==> config.mk <==
export PLATFORM = sky130hd
export DESIGN_NAME = i2c_dac_shadow_slave
export DESIGN_NICKNAME = d
export VERILOG_FILES = /design/src/rtl/i2c_dac_shadow_slave.sv
export SDC_FILE = /design/constraint.sdc
export NUM_CORES = 1
export LEC_CHECK = 0
export CAP_MARGIN = 40
export CORE_MARGIN = 3
export CORE_UTILIZATION = 50
export CTS_CLUSTER_SIZE = 8
export DETAILED_ROUTE_END_ITERATION = 8
export GPL_TIMING_DRIVEN = 1
export PLACE_DENSITY = 0.81
export SLEW_MARGIN = 20
export SYNTH_ARGS = -nofsm -noshare
export SYNTH_HDL_FRONTEND = slang
export SYNTH_SLANG_ARGS = --single-unit
==> constraint.sdc <==
create_clock -name clk -period 3.7 [get_ports clk]
set_input_delay 0.74 -clock clk [delete_from_list [all_inputs] [get_ports clk]]
set_output_delay 0.74 -clock clk [all_outputs]
set_load 0.03 [all_outputs]
==> src/rtl/i2c_dac_shadow_slave.sv <==
module i2c_dac_shadow_slave #(
  parameter int         NV_BUSY_CYCLES = 2000,
  parameter logic [9:0] NV10_INIT      = 10'h155,
  parameter logic [7:0] NV8_INIT       = 8'h80,
  parameter logic [3:0] DAC_TYPE       = 4'b1001,
  parameter logic [3:0] MEM_TYPE       = 4'b1010,
  parameter logic [3:0] MEM_TYPE_ALT   = 4'b1110
) (
  input  logic       clk,
  input  logic       rst_n,
  input  logic       scl_i,
  input  logic       sda_i,
  output logic       sda_oe,
  input  logic [2:0] pin_addr,
  input  logic [1:0] cfg_access,
  input  logic       cfg_mem_lock,
  input  logic       cfg_mem_alt,
  input  logic       cfg_pin_match,
  input  logic       cfg_init10,
  input  logic       cfg_init8,
  output logic [9:0] dac10,
  output logic [7:0] dac8,
  output logic [7:0] mem_addr,
  output logic [7:0] mem_wdata,
  output logic       mem_we,
  output logic       mem_re,
  input  logic [7:0] mem_rdata,
  output logic       nv_busy
);
  localparam int BW = $clog2(NV_BUSY_CYCLES + 1);

  typedef enum logic [2:0] {S_IDLE, S_DEV, S_WORD, S_WR, S_RD} st_t;

  st_t        st;
  logic [2:0] scl_r, sda_r;
  logic [3:0] bitcnt;
  logic       skip, rw, tgt_dac, mack, hib, pend10, pend8;
  logic [7:0] shreg, tx, ptr, nv8, rd_dac, rd_byte;
  logic [1:0] hi_tmp;
  logic [9:0] nv10;
  logic [BW-1:0] busy_cnt;

  wire scl_s = scl_r[1], scl_p = scl_r[2];
  wire sda_s = sda_r[1], sda_p = sda_r[2];
  wire start_ev = scl_s & scl_p & sda_p & ~sda_s;
  wire stop_ev  = scl_s & scl_p & ~sda_p & sda_s;
  wire rise = scl_s & ~scl_p;
  wire fall = ~scl_s & scl_p;

  wire pins_ok = ~cfg_pin_match | (shreg[3:1] == pin_addr);
  wire is_dac  = shreg[7:4] == DAC_TYPE;
  wire is_mem  = shreg[7:4] == (cfg_mem_alt ? MEM_TYPE_ALT : MEM_TYPE);
  wire allow   = is_dac ? (shreg[0] ? cfg_access[0] : cfg_access[1]) : (is_mem & ~cfg_mem_lock);
  wire addr_ok = pins_ok & (is_dac | is_mem) & allow & ~nv_busy;

  wire ack_open = fall & ~skip & (bitcnt == 4'd7);
  wire byte_end = fall & ~skip & (bitcnt == 4'd8);
  wire wr_byte  = ack_open & (st == S_WR);
  wire load_rd  = byte_end & ((st == S_DEV & sda_oe & rw) | (st == S_RD & mack));

  assign mem_we    = wr_byte & ~tgt_dac;
  assign mem_re    = load_rd & ~tgt_dac;
  assign mem_addr  = ptr;
  assign mem_wdata = shreg;
  assign nv_busy   = busy_cnt != '0;

  always_comb begin
    case (ptr)
      8'd0:    rd_dac = hib ? dac10[7:0] : {6'b0, dac10[9:8]};
      8'd2:    rd_dac = hib ? nv10[7:0]  : {6'b0, nv10[9:8]};
      8'd4:    rd_dac = dac8;
      8'd6:    rd_dac = nv8;
      default: rd_dac = 8'h00;
    endcase
    rd_byte = tgt_dac ? rd_dac : mem_rdata;
  end

  always_ff @(posedge clk) begin
    if (!rst_n) begin
      st <= S_IDLE; scl_r <= 3'b111; sda_r <= 3'b111; bitcnt <= '0;
      skip <= 1'b0; rw <= 1'b0; tgt_dac <= 1'b0; mack <= 1'b0; hib <= 1'b0;
      pend10 <= 1'b0; pend8 <= 1'b0; shreg <= '0; tx <= '0; ptr <= '0;
      hi_tmp <= '0; sda_oe <= 1'b0; busy_cnt <= '0;
      nv10 <= NV10_INIT; nv8 <= NV8_INIT;
      dac10 <= cfg_init10 ? NV10_INIT : '0;
      dac8  <= cfg_init8  ? NV8_INIT  : '0;
    end else begin
      scl_r <= {scl_r[1:0], scl_i};
      sda_r <= {sda_r[1:0], sda_i};
      if (busy_cnt != '0) busy_cnt <= busy_cnt - 1'b1;
      if (start_ev) begin
        st <= S_DEV; bitcnt <= '0; skip <= 1'b1; hib <= 1'b0; sda_oe <= 1'b0;
      end else if (stop_ev) begin
        st <= S_IDLE; sda_oe <= 1'b0;
        if (pend10) nv10 <= dac10;
        if (pend8)  nv8  <= dac8;
        if (pend10 | pend8) busy_cnt <= BW'(NV_BUSY_CYCLES);
        pend10 <= 1'b0; pend8 <= 1'b0;
      end else if (st != S_IDLE) begin
        if (rise && bitcnt < 4'd8) shreg <= {shreg[6:0], sda_s};
        if (rise && bitcnt == 4'd8) mack <= ~sda_s;
        if (fall) begin
          if (skip) skip <= 1'b0;
          else if (bitcnt < 4'd7) begin
            bitcnt <= bitcnt + 4'd1;
            if (st == S_RD) begin tx <= tx << 1; sda_oe <= ~tx[6]; end
          end else if (bitcnt == 4'd7) begin
            bitcnt <= 4'd8;
            case (st)
              S_DEV: begin
                rw <= shreg[0]; tgt_dac <= is_dac; sda_oe <= addr_ok;
                if (!addr_ok) st <= S_IDLE;
              end
              S_WORD: begin ptr <= shreg; sda_oe <= 1'b1; end
              S_WR: begin
                sda_oe <= 1'b1;
                if (!tgt_dac) ptr <= ptr + 8'd1;
                else if (ptr == 8'd0 || ptr == 8'd2) begin
                  if (!hib) begin hi_tmp <= shreg[1:0]; hib <= 1'b1; end
                  else begin
                    dac10 <= {hi_tmp, shreg}; hib <= 1'b0;
                    if (ptr == 8'd2) pend10 <= 1'b1;
                  end
                end else if (ptr == 8'd4 || ptr == 8'd6) begin
                  dac8 <= shreg;
                  if (ptr == 8'd6) pend8 <= 1'b1;
                end
              end
              default: sda_oe <= 1'b0;
            endcase
          end else begin
            bitcnt <= '0; sda_oe <= 1'b0;
            case (st)
              S_DEV:   st <= rw ? S_RD : S_WORD;
              S_WORD:  st <= S_WR;
              S_RD:    if (!mack) st <= S_IDLE;
              default: ;
            endcase
            if (load_rd) begin
              tx <= rd_byte; sda_oe <= ~rd_byte[7];
              if (!tgt_dac) ptr <= ptr + 8'd1;
              else begin
                if (ptr == 8'd0 || ptr == 8'd2) hib <= ~hib;
                if (ptr == 8'd2) dac10 <= nv10;
                if (ptr == 8'd6) dac8 <= nv8;
              end
            end
          end
        end
      end
    end
  end

  // an address byte seen while busy is never acknowledged
  a_r11_busy_nak: assert property (@(posedge clk) disable iff (!rst_n)
    (nv_busy && st == S_DEV && ack_open) |=> !sda_oe);
  // the busy window opens only at a Stop
  a_r7_busy_from_stop: assert property (@(posedge clk) disable iff (!rst_n)
    $rose(nv_busy) |-> $past(stop_ev));
  // SDA is released after a Stop
  a_r3_stop_release: assert property (@(posedge clk) disable iff (!rst_n)
    stop_ev |=> !sda_oe);
  // no memory strobe while memory is locked
  a_r9_lock_no_strobe: assert property (@(posedge clk) disable iff (!rst_n)
    (mem_we || mem_re) |-> !cfg_mem_lock);
  // reading live words leaves both DAC outputs alone
  a_r5_live_read_hold: assert property (@(posedge clk) disable iff (!rst_n)
    (st == S_RD && tgt_dac && (ptr == 8'd0 || ptr == 8'd4)) |=> ($stable(dac10) && $stable(dac8)));
endmodule

* Yosys cells after proc, flatten, opt, wreduce, memory -nomap -nowiden
Cells that the tools add are included.
** Storage, ports and cells
- Flip-flop bits (word level) :: 93
- Bits in latches :: 0
- Bits in writable memories :: 0
- Bits in read-only memories :: 0
- Input bits :: 22
- Output and inout bits :: 38
- Logic and storage cells :: 261
- Memories :: 0
** Operators by class
- Add/sub/neg operators :: 3
- Multiply operators :: 0
- Div/mod/pow operators :: 0
- $lt $le $gt $ge :: 2
- Eq/ne operators :: 43
- Shifts and indexed selects :: 0
- Mux-type cells :: 104
- Bitwise operators :: 41
- Reduce and logical (&&, ||, !) cells :: 46
** Operators with widths (number)
- $mux 8 :: 22
- $mux 10 :: 15
- $mux 1 :: 46
- $mux 11 :: 4
- $reduce_and 8->1 :: 5
- $reduce_and 11->1 :: 3
- $pmux 8 s4 :: 1
- $mux 7 :: 4
- $reduce_bool 2->1 :: 14
- $reduce_and 12->1 :: 2
- $and 1x1->1 :: 21
- $mux 3 :: 6
- $ne 2x2->1 const B :: 9
- $eq 8x3->1 const B :: 2
- $not 1->1 :: 16
- $pmux 8 s2 :: 1
- $reduce_and 4->1 :: 4
- $ne 3x1->1 const B :: 5
- $ne 2x1->1 const B :: 7
- $ne 3x3->1 const B :: 4
- $reduce_bool 3->1 :: 4
- $reduce_bool 11->1 :: 1
- $sub 11x1->11 const B :: 1
- $mux 9 :: 1
- other kinds (28) :: 41

* Depth between registers and ports, before layout
Gate-level depths: netlist of the first run.
- Depth in word-level cells :: 15
- Mapped depth :: 10
- Gate-level depth less buffers :: 9

* Worst setup path before layout of the first run
Ideal clock, no wire load.
- Path type :: register to register
- Start :: reg ptr[6], in the netlist mem_addr[6]
- End :: reg dac10[0], enable pin
- Setup time :: 0.378 ns
- Data arrival time :: 2.249 ns
- Required time :: 3.322 ns
- Slack :: 1.073 ns
- Stages on the path, launching flop included :: 6
- Path buffers :: 0
- Clock period less this slack :: 2.627 ns
- Cell sequence :: dfxtp_1 > or4_1 > nor2_1 > o2111ai_1 > or3_1 > o21ai_1
** On the way
- Cells in the longest elaborated chain, start to end :: 4
- Elaborated cells on any way between the ends :: 6
- Classes of those cells :: 3 x eq/ne; 3 x reduce/logical
** Ends and longest elaborated chain
- from (decl) :: line 38 : logic [7:0] shreg, tx, ptr, nv8, rd_dac, rd_byte;
- from (signal assigned) :: line 117 : if (!tgt_dac) ptr <= ptr + 8'd1;
- from (signal assigned) :: line 141 : if (!tgt_dac) ptr <= ptr + 8'd1;
- $eq 8x2->1 or $logic_not 8->1 (tied branches) :: line 118, 144
- $logic_or 1x1->1 :: line 118 : else if (ptr == 8'd0 || ptr == 8'd2) begin
- $ne 3x2->1 (no source line)
- $reduce_and 12->1 (no source line) *
- to (signal assigned) :: line 85 : dac10 <= cfg_init10 ? NV10_INIT : '0;
- to (signal assigned) :: line 144 : if (ptr == 8'd2) dac10 <= nv10;
- to (decl) :: line 21 : output logic [9:0] dac10,
Mark *: on every way between the ends. The rest lies on a longest branch, timed or not.
A chain may end at the register's enable or synchronous reset.

* Worst setup path in the final report of the first run
- Start :: reg busy_cnt[4]
- End :: out nv_busy
** On the way
- Cells in the longest elaborated chain, start to end :: 1
** Ends and longest elaborated chain
- from (decl) :: line 41 : logic [BW-1:0] busy_cnt;
- from (signal assigned) :: line 90 : if (busy_cnt != '0) busy_cnt <= busy_cnt - 1'b1;
- from (signal assigned) :: line 97 : if (pend10 | pend8) busy_cnt <= BW'(NV_BUSY_CYCLES);
- $reduce_bool 11->1 :: line 65 : assign nv_busy = busy_cnt != '0;
- to (decl) :: line 28 : output logic nv_busy
No other way between the ends.

==> results of run 1 <==
[report_power, final]
| group | internal (mW) | switching, mW |
|---|---|---|
| Combinational | 0.181 | 0.220 |
| Sequential | 1.08 | 0.0466 |
| Clock | 0.255 | 0.396 |
[Yosys cell counts, drive strengths merged (14+ instances only)]
cell type and n:
nor2 33, o21ai 20, a21oi 25, nand2 99, clkbuf 28, a31oi 14, dfxtp 75, nor2b 14
mux2i 15, nand2b 16, nand3 28, edfxtp 18, a21boi 32
[registers in the layout (all words and copies together) (netlist names), 2 cells and up]
register / count
st: 3
bitcnt: 4
nv10: 10
dac8: 8
hi_tmp: 2
tx: 7
busy_cnt: 11
scl_r: 3
dac10: 10
mem_addr: 8
sda_r: 3
nv8: 8
mem_wdata: 8
[cell families after synthesis]
logic type / after synthesis
AOI/OAI and AO/OA: 152
and+or+nand+nor: 239
xor gates and xnor gates: 14
muxes: 16
DFF: 93
buffers and inverters: 45
adders and majority gates: 6
[how the worst min path moves through the flow]
stage	end	slack, ns	depth (start not counted)
detailed placement	scl_r[1]$_SDFF_PN1_	0.40	1
global placement	sda_r[1]$_SDFF_PN1_	0.39	1
global route	sda_r[1]$_SDFF_PN1_	0.45	1
floorplan	scl_r[1]$_SDFF_PN1_	0.39	1
finish	sda_r[1]$_SDFF_PN1_	0.42	1
CTS	sda_r[1]$_SDFF_PN1_	0.43	1
[per-stage QoR]
stage | setup WS, ns | instances | power, mW | utilization, % | hold slack (ns)
5_1_grt | 0.387 | 746 | 2.28 | 61.4 | 0.447
6_report | 0.529 | 746 | 2.18 | 61.4 | 0.425
3_5_place_dp | 0.891 | 730 | 1.55 | 59.5 | 0.401
3_3_place_gp | 0.989 | 728 | 1.53 | 59.4 | 0.389
2_1_floorplan | 1.07 | 565 | 1.43 | - | 0.386
4_1_cts | 0.499 | 746 | 2.19 | 61.4 | 0.434
[critical path: stages, from the launching register on]
cell and delay (ns):
sky130_fd_sc_hd__dfxtp_1 0.36, sky130_fd_sc_hd__nor4_2 0.37, sky130_fd_sc_hd__nand2b_2 0.14, sky130_fd_sc_hd__nor4_4 0.44, sky130_fd_sc_hd__inv_4 0.13, sky130_fd_sc_hd__clkdlybuf4s50_1 0.62
[final cells by class]
type	count	area share, %
clock buffer	9	2.16
clock inverter	7	0.982
inverter	10	0.699
multi-input combinational	427	45.7
sequential	93	35.6
tap	129	2.82
timing repair buffer	71	12.0
[layer usage]
layer	track usage, %	part of all wire, %	wire length [microns]
met5	0	0	0
met4	8.64	2.3	311
met3	6.27	7.7	1030
met2	39.5	48	6380
met1	31.7	42	5600
==> reports/results.md, run 1 <==
| Item | Value |
|---|---|
| Hold-fix buffer count after cts | 0 |
| Synth-to-layout area growth | 18.4% |
| Transition time at the pin with the least slew margin | 0.693 ns |
| Post-synthesis simple-gate area fraction | 24.5% |
| Combined area of the multi-input logic cells | 2620 sq um |
| Pre-Repair DR Iteration Count | 5 |
| Number of fill cells | 835 |
| # diodes | 0 |
| Final number of hold-violating endpoints | 0 |
| Total number of vias | 4539 |
| CTS Root Cell | sky130_fd_sc_hd__clkbuf_8 |
| R2r endpoint | dac10[7]$_SDFFCE_PN0P_ |
| Final period demand of the worst path | 3.17 ns |
| Adder-cell share of the synthesized area | 1.55% |
| Endpoint class of the critical path | primary output |
| Multiplexer share of the synthesized area | 3.33% |
| Top fanout value on the critical path | 7 |
| Post-synth EDFFs | 18 |
| Critical path required time | 2.96 ns |
| Synth Register Bits | 93 |
| Unrepaired setup endpoints after global routing | no |
| Global router's overall resource usage | 24.5% |
| Overall routed net length | 13300 microns |
| Share of the synthesized area in compound gates (AO/OA/AOI/OAI) | 22.2% |
| Mean post-synth cell area | 8.57 sq um |
| Number of nets in the synthesized netlist | 593 |
| Post-detailed-placement half-perimeter wirelength | 9240 microns |
| Remaining Overflow, GRT | 0 |
| Sequential cell area fraction in the yosys report | 42.2% |
| Largest net degree at the start of global routing | 87 |
| Final Wtd Congestion | 0.890 |
| Sequential standard cell area | 2040 sq um |
| Outcome | finished, final reports clean |
| Commonest non-fill, non-tap cells in the layout | sky130_fd_sc_hd__nand2_1, sky130_fd_sc_hd__dfxtp_1, sky130_fd_sc_hd__clkdlybuf4s50_1 |
| Clock insertion delay at the later pin of the skew report | 0.37 ns |
| Worst setup endpoint | nv_busy |
| Max-slew violation count | 0 |
| Fraction of layout instances using a drive strength above 1 | 6.81% |
| Buffers on Ports | 59 |
| Worst-case headroom to the max-slew limit | 53.8% |
| Mean number of vias per cell | 6.08 |
| Post-Synth XOR/XNOR Area | 2.53% |
| Floorplan die area | 10900 sq um |
| Max Clk Rate | 315 MHz |
| Clock tree skew after final layout | 0.0128 ns |
| Number of setup violations in the final report | 0 |
| Setup TNS after final layout | 0 ns |
| Setup slack of the most critical reg-to-reg path | 1.28 ns |
| Post-CTS sizing | 0 |
| Leakage power of the design | 1.94 nW |
| Most area-hungry cell type in the Yosys netlist | sky130_fd_sc_hd__dfxtp_1 |
| # Post-CTS Setup Buffers | 0 |
| Number of clock buffers inserted by TritonCTS | 9 |
| CTS tree | built |
| Largest buffer count on any clock path | 2 |
| Power density normalized to cell area | 380 nW/um^2 |
| Clock-pin slew on the worst setup and hold paths | 0.09 ns |
| Startpoint-to-endpoint class of the critical path | reg2out |
| Main combinational cell family by area after synthesis | simple AND/OR/NAND/NOR gates |
| Proportion of netlist area held by the largest area contributor | 31.0% |
| Max Cap Violations | 0 |
| Critical path launch point type | flop |
| Nets | 640 |
| Final Instance Area | 5730 sq um |
| Top post-synthesis cells by area | sky130_fd_sc_hd__dfxtp_1, sky130_fd_sc_hd__edfxtp_1, sky130_fd_sc_hd__nand2_1, sky130_fd_sc_hd__a21boi_0, sky130_fd_sc_hd__mux2i_1 |
| Post-Place Cell Area | 5550 sq um |
| Core area | 9330 sq um |
| Routed wire length per instance | 17.8 microns |
| Floorplan die width | 104 microns |
| Residual antenna-violating net count after detailed routing | 0 |
| Reg-to-reg startpoint | tgt_dac$_SDFFE_PN0P_ |
| Number of H-tree levels | 3 |
| Peak supply drop | 219 uV |
| Final worst-path cycle share | 85.7% |
| Rows | 35 |
| Remaining design rule violation count | 0 |
| Commonest non-fill, non-tap cell in the layout | sky130_fd_sc_hd__nand2_1 |
| Worst Reg-to-Reg Cells | 6 |
| Antenna violations before repair | 0 |
| Die extent in y | 104 microns |
| Number of sinks handled by clock tree synthesis | 93 |
| Ys Warns | 0 |
| Ys async rst share | 0% |
| Detailed router's first-iteration violation count | 355 |
| Instance count of the mapped netlist | 565 |
| Ys flop type | sky130_fd_sc_hd__dfxtp_1 |
| Io pins | 60 |
| Unique cell type count in the Yosys netlist | 62 |
| Hold Path Class | reg2reg |
| Arrival time at the worst endpoint | 2.43 ns |
| Number of global-route vias before repair | 4394 |
| Combined area of all synthesized cells | 4840 sq um |
| Initial core utilization | 51.9% |
| Global-route wire length before repair | 21800 microns |
| Source of the worst hold timing path | sda_r[0]$_SDFF_PN1_ |
| Origin of the worst setup path | busy_cnt[4]$_SDFF_PN0_ |
(Power assumes the default switching activity.)
==> inputs of run 2 (changes only) <==
Clock period 3.7 ns to 3.1 ns, I/O delays scaled along.
==> run 2 against run 1 <==
Final cell count is 0.94% higher. Clock skew fell by 0.0032 ns. Non-clock buffer count grew 7. Setup slack worse by 0.40 ns. Highest routed layer unchanged. Critical path depth unchanged. Combinational power up 20%. Global-route usage grew 0.52 points. Largest cell class unchanged. Critical path type unchanged. Sequential power is 19% higher.
==> reports/results.md, run 2 (same netlist as run 1, synthesis figures left out) <==
| Item | Value | Delta |
|---|---|---|
| Global router's overall resource usage | 25.0% | +0.52 points |
| Slowest Stage Delay on Critical Path | 0.62 ns | about the same |
| Top fanout value on the critical path | 7 | unchanged |
| Die extent in y | 104 microns | unchanged |
| Routed wire length per instance | 18.0 microns | +0.76% |
| Power, Total | 2.64 mW | +21% |
| Largest net degree at the start of global routing | 35 | -60% |
| Most flop-heavy register | busy_cnt |  |
| Clock insertion delay at the later pin of the skew report | 0.37 ns | about the same |
| Hold-fix buffer count after cts | 0 | unchanged |
| Floorplan die width | 104 microns | unchanged |
| Floorplan die area | 10900 sq um | unchanged |
| Sequential power share | 50.8% | -0.9 points |
| Slowest cell on the critical path | sky130_fd_sc_hd__clkdlybuf4s50_1 |  |
| Final number of hold-violating endpoints | 0 | unchanged |
| # Post-CTS Setup Buffers | 0 | unchanged |
| Max-slew violation count | 0 | unchanged |
| Net switching power of the design | 0.770 mW | +16% |
| Final period demand of the worst path | 2.97 ns |  |
| Number of clock buffers inserted by TritonCTS | 9 | unchanged |
| Arrival time at the worst endpoint | 2.35 ns | -0.08 ns |
| Power density normalized to cell area | 456 nW/um^2 | +20% |
| Internal Pwr Total | 1.87 mW | +23% |
| # diodes | 0 | unchanged |
| Registers with the most flip-flops | busy_cnt: 11 flops, dac10: 10 flops, nv10: 10 flops |  |
| Worst-case headroom to the max-slew limit | 53.8% | about the same |
| Final worst-path cycle share | 95.9% |  |
| Mean number of vias per cell | 6.09 | about the same |
| Combinational cell fraction of total power | 18.3% | about the same |
| Total number of vias | 4583 | +0.97% |
| Max Clk Rate | 337 MHz |  |
| Global-route wire length before repair | 22300 microns | +2.4% |
| Antenna violations before repair | 0 | unchanged |
| Max Cap Violations | 0 | unchanged |
| Setup TNS after final layout | 0 ns | unchanged |
| Number of fill cells | 799 | -4.3% |
| Core area | 9330 sq um | unchanged |
| Cell chain of the critical path | nor4_2 > nand2b_2 > nor4_4 > inv_4 > clkdlybuf4s50_1 |  |
| Endpoint class of the critical path | primary output |  |
| CTS Root Cell | sky130_fd_sc_hd__clkbuf_8 |  |
| Worst slack, placed | 0.427 ns | -0.463 ns |
| Peak supply drop | 259 uV | +18% |
| Overall routed net length | 13500 microns | +1.7% |
| Rows | 35 | unchanged |
| CTS tree | built |  |
| Critical path required time | 2.48 ns | -0.48 ns |
| Leakage power of the design | 1.99 nW | +2.7% |
| Post-CTS sizing | 0 | unchanged |
| Largest buffer count on any clock path | 2 | unchanged |
| Commonest non-fill, non-tap cell in the layout | sky130_fd_sc_hd__nand2_1 |  |
| Clock tree skew after final layout | 0.00955 ns | -0.00325 ns |
| Cell total after placement | 737 | +0.96% |
| Residual antenna-violating net count after detailed routing | 0 | unchanged |
| Outcome | finished, final reports clean |  |
| Sw frac | 29.2% | -1.3 points |
| Filler-free cell count of the finished design | 753 | +0.94% |
| Commonest non-fill, non-tap cells in the layout | sky130_fd_sc_hd__nand2_1, sky130_fd_sc_hd__dfxtp_1, sky130_fd_sc_hd__clkdlybuf4s50_1 |  |
| Pre-Repair DR Iteration Count | 8 | +3 |
| Fraction of layout instances using a drive strength above 1 | 7.69% | +0.89 points |
| Remaining Overflow, GRT | 0 | unchanged |
| Number of global-route vias before repair | 4452 | +1.3% |
| Post-detailed-placement half-perimeter wirelength | 9410 microns | +1.8% |
| Hold Path Class | reg2reg |  |
| Transition time at the pin with the least slew margin | 0.686 ns | -0.00677 ns |
| Final worst slack | 0.128 ns | -0.401 ns |
| Initial core utilization | 51.9% | unchanged |
| Number of setup violations in the final report | 0 | unchanged |
| Nets | 647 | +1.1% |
| Number of H-tree levels | 3 | unchanged |
| Number of sinks handled by clock tree synthesis | 93 | unchanged |
| Startpoint-to-endpoint class of the critical path | reg2out |  |
| Buffers on Ports | 59 | unchanged |
| Clk pwr share | 30.9% | +1.0 points |
| Clock-pin slew on the worst setup and hold paths | 0.10 ns | about the same |
| Io pins | 60 | unchanged |
| Final Wtd Congestion | 0.934 | +4.9% |
| Number of flip-flops in the largest register | 11 | unchanged |
| Critical path launch point type | flop |  |
| Synth-to-layout area growth | 19.5% |  |
| Detailed router's first-iteration violation count | 364 | +2.5% |
| Remaining design rule violation count | 0 | unchanged |
| Unrepaired setup endpoints after global routing | no |  |
-- run 2: critical path: cells and delay by family, from the launching register on --
kind          cells  cell delay (ns)
buf+inv           2             0.75
flops             1             0.37
simple gates      3             0.86
-- run 2: worst paths after layout --
kind	start	end	slack (ns)	cells past startpoint
max	busy_cnt[4]$_SDFF_PN0_	nv_busy	0.13	5
min	sda_r[0]$_SDFF_PN1_	sda_r[1]$_SDFF_PN1_	0.42	1
max reg2reg	bitcnt[3]$_SDFFE_PP0P_	dac10[4]$_DFFE_PP_	0.62	7
min reg2reg	sda_r[0]$_SDFF_PN1_	sda_r[1]$_SDFF_PN1_	0.42	1
-- run 2: stage by stage --
step,hold slack (ns),util (%),area [sq um]
final,0.422,62.1,5790
after global routing,0.442,62.1,5790
after CTS,0.428,62.0,5790
after detailed placement,0.399,59.9,5590
after global placement,0.395,59.9,5590
after floorplan,0.386,-,4840
-- run 2: power by group through the flow --
stage                     Clock [mW]  Combinational (mW)  Sequential, mW
after floorplan                    0               0.337            1.37
after global placement             0               0.463            1.37
after detailed placement           0               0.482            1.37
after CTS                      0.818               0.488            1.34
after global routing           0.862               0.537            1.35
final                          0.816               0.483            1.34
-- run 2: layout make-up --
class,count,area [sq um],area share (%)
Multi-Input combinational cell,427,2620,45.3
Inverter,10,40.0,0.692
Clock buffer,12,166,2.88
Clock inverter,4,27.5,0.476
Timing Repair Buffer,78,731,12.6
Tap cell,129,161,2.79
Sequential cell,93,2040,35.3
-- run 2: metal layers --
| metal | wire [microns] | global-route usage [%] | vias up | share of wire, % |
|---|---|---|---|---|
| li1 | - | - | 2149 | - |
| met1 | 5850 | 33.5 | 2190 | 43 |
| met5 | 0 | 0 | - | 0 |
| met2 | 6370 | 40.5 | 200 | 47 |
| met3 | 921 | 4.10 | 44 | 6.8 |
| met4 | 396 | 9.40 | 0 | 2.9 |
==> inputs of run 3 (changes only) <==
Settings changed: CAP_MARGIN 40 to 10.
==> results of run 3 <==
No change in the layout: final DEF, timing and power equal those of run 2.
